==> src/rtl/i2cwr_pkg.sv <==
`timescale 1ns/1ps
package i2cwr_pkg;
    typedef enum logic [2:0] {
        ST_IDLE, ST_START, ST_TX, ST_RX, ST_RESTART, ST_STOP
    } st_e;

    typedef enum logic [1:0] {
        TXK_ADDR_W, TXK_PTR, TXK_ADDR_R
    } txk_e;
endpackage

==> src/rtl/i2cwr_qtick.sv <==
`timescale 1ns/1ps
module i2cwr_qtick #(
    parameter int QDIV = 125
) (
    input  logic clk,
    input  logic rst_n,
    input  logic clr,
    output logic tick
);
    localparam int QCW = (QDIV < 2) ? 1 : $clog2(QDIV);
    localparam logic [QCW-1:0] LAST = QCW'(QDIV - 1);

    logic [QCW-1:0] cnt;

    always_ff @(posedge clk or negedge rst_n) begin
        if (!rst_n)          cnt <= '0;
        else if (clr)        cnt <= '0;
        else if (cnt == LAST) cnt <= '0;
        else                 cnt <= cnt + 1'b1;
    end

    assign tick = !clr && (cnt == LAST);
endmodule

==> src/rtl/i2cwr_shift8.sv <==
`timescale 1ns/1ps
module i2cwr_shift8 (
    input  logic       clk,
    input  logic       rst_n,
    input  logic       en,
    input  logic       din,
    output logic [7:0] q
);
    always_ff @(posedge clk or negedge rst_n) begin
        if (!rst_n)  q <= '0;
        else if (en) q <= {q[6:0], din};
    end
endmodule

==> src/rtl/i2c_word_reader.sv <==
`timescale 1ns/1ps
module i2c_word_reader
    import i2cwr_pkg::*;
#(
    parameter int QDIV   = 125,
    parameter int WCNT_W = 8
) (
    input  logic              clk,
    input  logic              rst_n,
    input  logic              cmd_start,
    input  logic [6:0]        cmd_addr,
    input  logic [2:0]        cmd_ptr,
    input  logic              cmd_ptr_wr,
    input  logic [WCNT_W-1:0] cmd_words,
    input  logic              sda_in,
    output logic              scl_oe,
    output logic              sda_oe,
    output logic [15:0]       word_data,
    output logic              word_valid,
    output logic              busy,
    output logic              done,
    output logic              nack_err
);
    localparam logic [3:0]        ACK_BIT = 4'd8;
    localparam logic [WCNT_W-1:0] ONE_W   = WCNT_W'(1);

    st_e               state;
    txk_e              txk;
    logic [1:0]        qtr;
    logic [3:0]        bitn;
    logic [7:0]        tx_byte;
    logic [7:0]        hi_byte;
    logic [7:0]        rx_q;
    logic              rx_hi;
    logic              ack_ok;
    logic              ptr_wr_q;
    logic [6:0]        addr_q;
    logic [2:0]        ptr_q;
    logic [WCNT_W-1:0] words_left;
    logic              qtick;
    logic              last_q;
    logic              rx_en;

    i2cwr_qtick #(.QDIV(QDIV)) u_qtick (
        .clk  (clk),
        .rst_n(rst_n),
        .clr  (state == ST_IDLE),
        .tick (qtick)
    );

    assign rx_en = qtick && (qtr == 2'd1) && (state == ST_RX) && (bitn != ACK_BIT);

    i2cwr_shift8 u_rx (
        .clk  (clk),
        .rst_n(rst_n),
        .en   (rx_en),
        .din  (sda_in),
        .q    (rx_q)
    );

    assign busy   = (state != ST_IDLE);
    assign last_q = (qtr == 2'd3);

    // State register and sequencing
    always_ff @(posedge clk or negedge rst_n) begin
        if (!rst_n) begin
            state      <= ST_IDLE;
            txk        <= TXK_ADDR_W;
            qtr        <= 2'd0;
            bitn       <= 4'd0;
            tx_byte    <= 8'd0;
            hi_byte    <= 8'd0;
            rx_hi      <= 1'b1;
            ack_ok     <= 1'b0;
            ptr_wr_q   <= 1'b0;
            addr_q     <= 7'd0;
            ptr_q      <= 3'd0;
            words_left <= ONE_W;
            word_data  <= 16'd0;
            word_valid <= 1'b0;
            done       <= 1'b0;
            nack_err   <= 1'b0;
        end else begin
            word_valid <= 1'b0;
            done       <= 1'b0;
            if (state == ST_IDLE) begin
                if (cmd_start) begin
                    addr_q     <= cmd_addr;
                    ptr_q      <= cmd_ptr;
                    ptr_wr_q   <= cmd_ptr_wr;
                    words_left <= (cmd_words == '0) ? ONE_W : cmd_words;
                    nack_err   <= 1'b0;
                    qtr        <= 2'd0;
                    state      <= ST_START;
                end
            end else if (qtick) begin
                qtr <= qtr + 2'd1;
                if (qtr == 2'd1 && state == ST_TX && bitn == ACK_BIT)
                    ack_ok <= !sda_in;
                if (last_q) begin
                    unique case (state)
                        ST_START: begin
                            state   <= ST_TX;
                            bitn    <= 4'd0;
                            txk     <= ptr_wr_q ? TXK_ADDR_W : TXK_ADDR_R;
                            tx_byte <= {addr_q, !ptr_wr_q};
                        end
                        ST_TX: begin
                            if (bitn != ACK_BIT) begin
                                bitn <= bitn + 4'd1;
                            end else if (!ack_ok) begin
                                nack_err <= 1'b1;
                                state    <= ST_STOP;
                            end else begin
                                bitn <= 4'd0;
                                unique case (txk)
                                    TXK_ADDR_W: begin
                                        txk     <= TXK_PTR;
                                        tx_byte <= {5'd0, ptr_q};
                                    end
                                    TXK_PTR:    state <= ST_RESTART;
                                    default: begin
                                        state <= ST_RX;
                                        rx_hi <= 1'b1;
                                    end
                                endcase
                            end
                        end
                        ST_RESTART: begin
                            state   <= ST_TX;
                            bitn    <= 4'd0;
                            txk     <= TXK_ADDR_R;
                            tx_byte <= {addr_q, 1'b1};
                        end
                        ST_RX: begin
                            if (bitn != ACK_BIT) begin
                                bitn <= bitn + 4'd1;
                            end else begin
                                bitn <= 4'd0;
                                if (rx_hi) begin
                                    hi_byte <= rx_q;
                                    rx_hi   <= 1'b0;
                                end else begin
                                    word_data  <= {hi_byte, rx_q};
                                    word_valid <= 1'b1;
                                    rx_hi      <= 1'b1;
                                    if (words_left == ONE_W) state <= ST_STOP;
                                    else words_left <= words_left - ONE_W;
                                end
                            end
                        end
                        ST_STOP: begin
                            state <= ST_IDLE;
                            done  <= 1'b1;
                        end
                        default: state <= ST_IDLE;
                    endcase
                end
            end
        end
    end

    // Line outputs per state and quarter
    always_comb begin
        scl_oe = 1'b0;
        sda_oe = 1'b0;
        unique case (state)
            ST_IDLE: begin
                scl_oe = 1'b0;
                sda_oe = 1'b0;
            end
            ST_START: begin
                scl_oe = (qtr == 2'd3);
                sda_oe = qtr[1];
            end
            ST_RESTART: begin
                scl_oe = (qtr == 2'd0) || (qtr == 2'd3);
                sda_oe = qtr[1];
            end
            ST_STOP: begin
                scl_oe = (qtr == 2'd0);
                sda_oe = !qtr[1];
            end
            ST_TX: begin
                scl_oe = (qtr == 2'd0) || (qtr == 2'd3);
                sda_oe = (bitn != ACK_BIT) && !tx_byte[3'd7 - bitn[2:0]];
            end
            ST_RX: begin
                scl_oe = (qtr == 2'd0) || (qtr == 2'd3);
                sda_oe = (bitn == ACK_BIT) && (rx_hi || (words_left != ONE_W));
            end
            default: begin
                scl_oe = 1'b0;
                sda_oe = 1'b0;
            end
        endcase
    end
endmodule

==> config.mk <==
export PLATFORM = sky130hd
export DESIGN_NAME = i2c_word_reader
export DESIGN_NICKNAME = d
export VERILOG_FILES = /design/src/rtl/i2cwr_pkg.sv /design/src/rtl/i2cwr_qtick.sv /design/src/rtl/i2cwr_shift8.sv /design/src/rtl/i2c_word_reader.sv
export SDC_FILE = /design/constraint.sdc
export NUM_CORES = 1
export LEC_CHECK = 0
export CORE_ASPECT_RATIO = 1.75
export CORE_MARGIN = 4
export CORE_UTILIZATION = 55
export CTS_CLUSTER_SIZE = 40
export DETAILED_ROUTE_END_ITERATION = 8
export DONT_BUFFER_PORTS = 1
export GPL_ROUTABILITY_DRIVEN = 0
export HOLD_SLACK_MARGIN = 0.1
export PLACE_DENSITY = 0.75
export SYNTH_ARGS = -nofsm -noshare
export SYNTH_HDL_FRONTEND = slang
export SYNTH_HIERARCHICAL = 1
export SYNTH_SLANG_ARGS = --single-unit
==> constraint.sdc <==
create_clock -name clk -period 6.59 [get_ports clk]
set_clock_uncertainty 0.2 [all_clocks]
set_input_delay 0.659 -clock clk [delete_from_list [all_inputs] [get_ports clk]]
set_output_delay 0.659 -clock clk [all_outputs]
set_load 0.03 [all_outputs]
## Word-level counts from Yosys, hierarchy flattened

Cells that the tools add are included.
Widths: inputs -> output; s select.

| storage, ports and cells | value |
|---|---|
| register bits after elaboration | 82 |
| bits in latches | 0 |
| bits in writable memories | 0 |
| ROM bits | 0 |
| bits of input ports | 23 |
| output and inout bits | 22 |
| logic and storage cells | 161 |
| memories kept | 0 |

| cells by class | value |
|---|---|
| add/sub/neg operators | 5 |
| multiply operators | 0 |
| div/mod/pow operators | 0 |
| magnitude comparators | 1 |
| eq/ne operators | 29 |
| shift-type cells | 0 |
| multiplexer cells | 64 |
| bitwise logic cells | 3 |
| reductions and logical operators | 41 |

Operator list:

| kind | count |
|---|---|
| $mux 8 | 12 |
| $mux 3 | 9 |
| $pmux 8 s3 | 1 |
| $mux 1 | 22 |
| $reduce_and 6->1 | 3 |
| $reduce_and 8->1 | 2 |
| $mux 2 | 7 |
| $mux 7 | 2 |
| $reduce_and 7->1 | 2 |
| $mux 4 | 3 |
| $ne 3x2->1 const B | 4 |
| $pmux 4 s3 | 1 |
| $ne 2x1->1 const B | 5 |
| $ne 2x2->1 const B | 5 |
| $reduce_bool 2->1 | 5 |
| $pmux 3 s3 | 1 |
| $reduce_bool 3->1 | 3 |
| $eq 8x1->1 const B | 1 |
| $logic_and 1x1->1 | 8 |
| $logic_not 8->1 | 1 |
| $ne 8x1->1 const B | 1 |
| $sub 8x1->8 const B | 1 |
| $add 7x1->7 const B | 1 |
| $eq 7x7->1 const B | 1 |
| other kinds (29) | 42 |

## Logic depth before layout (Yosys ltp)

| logic depth | value |
|---|---|
| word-level depth | 8 |
| gate-level depth with buffers | 13 |
| gate-level depth less buffers | 8 |

## Hierarchy

The synthesis kept the hierarchy.

Modules (own cells, without submodules):

| module | instances | cells an instance | area each (µm²) | seq. area each (µm²) |
|---|---|---|---|---|
| i2c_word_reader | 1 | 321 | 3524.6 | 1679.1 |
| i2cwr_qtick | 1 | 35 | 337.8 | 175.2 |
| i2cwr_shift8 | 1 | 17 | 331.6 | 200.2 |

## Least setup slack after synthesis

No wires, ideal clock.

| path | value |
|---|---|
| path kind | flip-flop to flip-flop |
| start point | register state[0] |
| end point | register word_data[0] |
| library setup time | 0.125 ns |
| arrival | 2.594 ns |
| required time | 6.265 ns |
| setup slack | 3.671 ns |
| stages on the path, launching flop included | 12 |
| buffers on the path | 5 |
| period minus slack after synthesis | 2.919 ns |
| cells stage by stage | dfrtp_1 > buf_2 > or3_1 > clkbuf_1 > inv_2 > buf_4 > nor3_1 > clkbuf_1 > nand2_1 > nor4_4 > buf_6 > mux2_4 |

| between the ends | value |
|---|---|
| cells in the longest elaborated chain, start to end | 4 |
| elaborated cells between the ends (all ways) | 6 |

RTL lines:

| element | RTL line | source |
|---|---|---|
| start, declared | i2c_word_reader.sv:27 | `st_e state;` |
| start signal, assigned | i2c_word_reader.sv:67 | `state <= ST_IDLE;` |
| start signal, assigned | i2c_word_reader.sv:94 | `state <= ST_START;` |
| start signal, assigned | i2c_word_reader.sv:103 | `state <= ST_TX;` |
| $logic_not 3->1 | i2c_word_reader.sv:47 | `.clr (state == ST_IDLE),` |
| $logic_not 1->1 | i2cwr_qtick.sv:22 | `assign tick = !clr && (cnt == LAST);` |
| $logic_and 1x1->1 | i2cwr_qtick.sv:22 |  |
| net qtick | i2c_word_reader.sv:40 | `logic qtick;` |
| $reduce_and 6->1 (no source line) | - |  |
| end signal, assigned | i2c_word_reader.sv:144 | `word_data <= {hi_byte, rx_q};` |
| end, declared | i2c_word_reader.sv:18 | `output logic [15:0] word_data,` |

The timed path passes the listed nets, and every way through them passes these cells.
A chain may end at the register's enable or synchronous reset.

## Final worst setup path

| path | value |
|---|---|
| start point | register state[0] |
| end point | register word_data[6] |

Same word-level chain as after synthesis.

==> results.yml <==
timing:
  period_needed_ns: 4.27
  totalNegativeSetupSlack_ns: 0
  slew_headroom: 0.335
  hold_violations: 0
  slew_viol_final: 0
  period_share: 0.648
  max_freq_ghz: 0.234
  tightest_slew_ns: 0.985
  rsz0062_at_grt: "false"
  setup_viol: 0
yosys:
  synthDistinctLibCells: 66
  yosys_most_used_dff: "dfrtp_1"
  synth_top_area_cell: "dfrtp_1"
  synth_seq_cells: 82
  yosysSeqAreaShare: 0.490
  syn_area_per_cell_um2: 11.2
  synth_area_leaders: "dfrtp_1, mux2_2, mux2_4"
  synth_edf_count: 0
  syn_inst: 373
  synth.cell_area_um2: 4190
  syn_nets: 405
  netlist.area_leader.share: 0.477
  yosysWarnings: 6
  ys_async_sr_fraction: 1.00
grt:
  grt_overflow: 0
  top_usage_layer: "met2"
  grt_use_met3: 0.0407
  first_global_vias: 2821
  grtUsageTotal: 0.199
  use_met2: 0.351
  antenna_found_initial: 0
  grt_pass1_wl_um: 13700
  grt_util_met1: 0.220
  grt_start_max_net_pins: 83
clocking:
  clk_pin_slew_ns: 0.06
  clkSinkCount: 82
  htreeDepth: 3
  cts_made_buffers: 9
  clk_latency_ns: 0.33
  cts_root_buffer: "clkbuf_16"
  cts_max_path_buffers: 2
  cts_tree: "yes"
place:
  io_buffers: 0
  dp_cells: 442
  dp_hpwl_um: 5760
  place_area_um2: 4210
routing:
  postRouteAntennaNets: 0
  avgViaCountPerCell: 6.10
  wl_per_cell_um: 17.9
  drt_iter0_markers: 121
  num_vias: 2804
  drt_wl_total_um: 8210
  first_pass_iters: 4
  drcViolationCount: 0
hold_path:
  min_path_type: "in -> reg"
  hold_start: "sda_in"
cells_and_area:
  fin_cells: 460
  fin_area_um2: 4600
  area_delta_synth_final_pct: 9.58
  drive_above_1_share: 0.211
  fillers: 572
  nets: 401
  diodes: 0
critical_path:
  cpPeakStageDelay_ns: 0.86
  crit_family: "simple AND/OR/NAND/NOR gates"
  endpoint_kind: "register"
  cp.arrival_ns: 4.29
  required_ns: 6.61
  critical_path_class: "reg -> reg"
  critPathBufInv: 2
  start_kind: "register"
  worstPathCellList: "or3_1, inv_2, nor3_1, nand2_1, nor4_4, buf_4, mux2_2"
  timing.rr.start: "state[0]"
  crit_fanout: 23
  setup.worst_path.start: "state[0]"
  crit_slowest_cell: "or3_1"
pwr:
  p_leak_uw: 0.00210
  vdd_drop_max_mv: 0.252
  power_density_nw_per_um2: 334
die:
  pin_count: 45
  die_h_um: 124
  die_w_um: 74.0
  start_util: 0.572
  die_area_um2: 9140
  core_um2: 7340
  rows: 41
outcome:
  status: "completed"
job:
  cap_violations: 0
-- repair_timing --
action                                 CTS  global route
endpoints found under the hold margin   82             0
gates resized for setup                  0             0
hold buffers                             2             0
buffers inserted                         0             0
setup endpoints to repair                0             0
-- cell usage in the layout, fill, tap and decap left out, types with 4 or more instances in the layout --
cell type,n
mux2_4,17
a211oi_1,4
a21oi_1,15
o22ai_1,7
inv_1,13
dfrtp_1,80
nand2_1,45
clkbuf_16,9
nor3_1,8
mux2_2,25
nor2b_1,8
nor2_1,21
nor3b_1,4
o22a_1,6
nand2b_1,5
a31oi_1,5
o21ai_0,11
nand3_1,7
ha_1,9
-- cells by family after synthesis --
group                      count (synthesis)  share of synthesized area
AOI/OAI and AO/OA                         75                      0.130
xor gates and xnor gates                   5                     0.0104
adders and majority gates                  9                     0.0269
buffers and inverters                     34                     0.0400
DFF                                       82                      0.490
muxes                                     46                      0.143
and+or+nand+nor                          122                      0.159
-- flip-flops by register name, summed over array words and instances (netlist names) --
signal	count
ack_ok	1
addr_q	7
bitn	4
done	1
hi_byte	8
nack_err	1
ptr_q	3
ptr_wr_q	1
qtr	2
rx_hi	1
state	3
tx_byte	8
txk	2
u_qtick/cnt	7
u_rx/q	8
word_data	16
word_valid	1
words_left	8
-- report_power, final --
group	switching (µW)	internal (µW)
Sequential	74.6	576
Clock	202	373
Combinational	188	121
-- metal layers --
metal / wire length [µm] / up-vias
met5: 0 / -
met4: 196 / 0
met3: 353 / 15
met2: 4470 / 74
met1: 3200 / 1378
li1: - / 1337
-- path summary, 6_finish.rpt --
check | endpoint | slack [ns] | cells past startpoint
max in group asynchronous | rx_hi | 5.13 | 2
max reg2reg | word_data[6] | 2.32 | 7
min in group asynchronous | hi_byte[5] | 0.73 | 2
min | ack_ok | 0.22 | 1
min reg2reg | addr_q[2] | 0.27 | 2
max | word_data[6] | 2.32 | 7
-- synthesized netlist by cell type, drive strengths merged (2+ instances only) --
cell type,number
o31ai,2
or4b,2
a22o,3
o22ai,7
ha,9
mux4,2
and3b,2
nor3,8
o211a,2
a31oi,5
dfrtp,80
xnor2,2
mux2,42
or3b,2
o21a,3
nand2b,5
o311ai,2
o41ai,3
and3,2
nand3b,3
nor2,21
nand3,7
nor3b,4
nand2,45
buf,11
mux2i,2
o21ai,12
xor2,3
nor4b,2
dfstp,2
a21oi,15
o22a,6
inv,14
or3,3
nor2b,8
clkbuf,9
nor4,4
a211oi,5
-- worst reg2reg max path, delay by kind of cell (launching register included) --
kind / cells / cell delay (ns)
buffers and inverters: 2 / 0.63
multiplexers: 1 / 0.38
flip-flops: 1 / 0.78
AND/OR/NAND/NOR: 4 / 2.16
-- cell type report --
cell class / instances / area, µm² / share of cell area
Sequential cell: 82 / 2050 / 0.447
Clock buffer: 9 / 225 / 0.0490
Multi-Input combinational cell: 257 / 1970 / 0.429
Timing Repair Buffer: 5 / 60.1 / 0.0131
Inverter: 14 / 52.6 / 0.0114
Tap cell: 86 / 108 / 0.0234
Clock inverter: 7 / 124 / 0.0270
-- per-stage QoR --
step | power (µW) | worst slack (ns) | hold WS, ns | util
5_1_grt | 1620 | 1.98 | 0.202 | 0.626
2_1_floorplan | 899 | 3.67 | 0.163 | -
4_1_cts | 1540 | 2.37 | 0.208 | 0.626
3_5_place_dp | 954 | 2.40 | 0.166 | 0.574
6_report | 1530 | 2.32 | 0.217 | 0.626
3_3_place_gp | 944 | 2.51 | 0.166 | 0.574
Note: power is estimated with default switching activity, not from simulation.
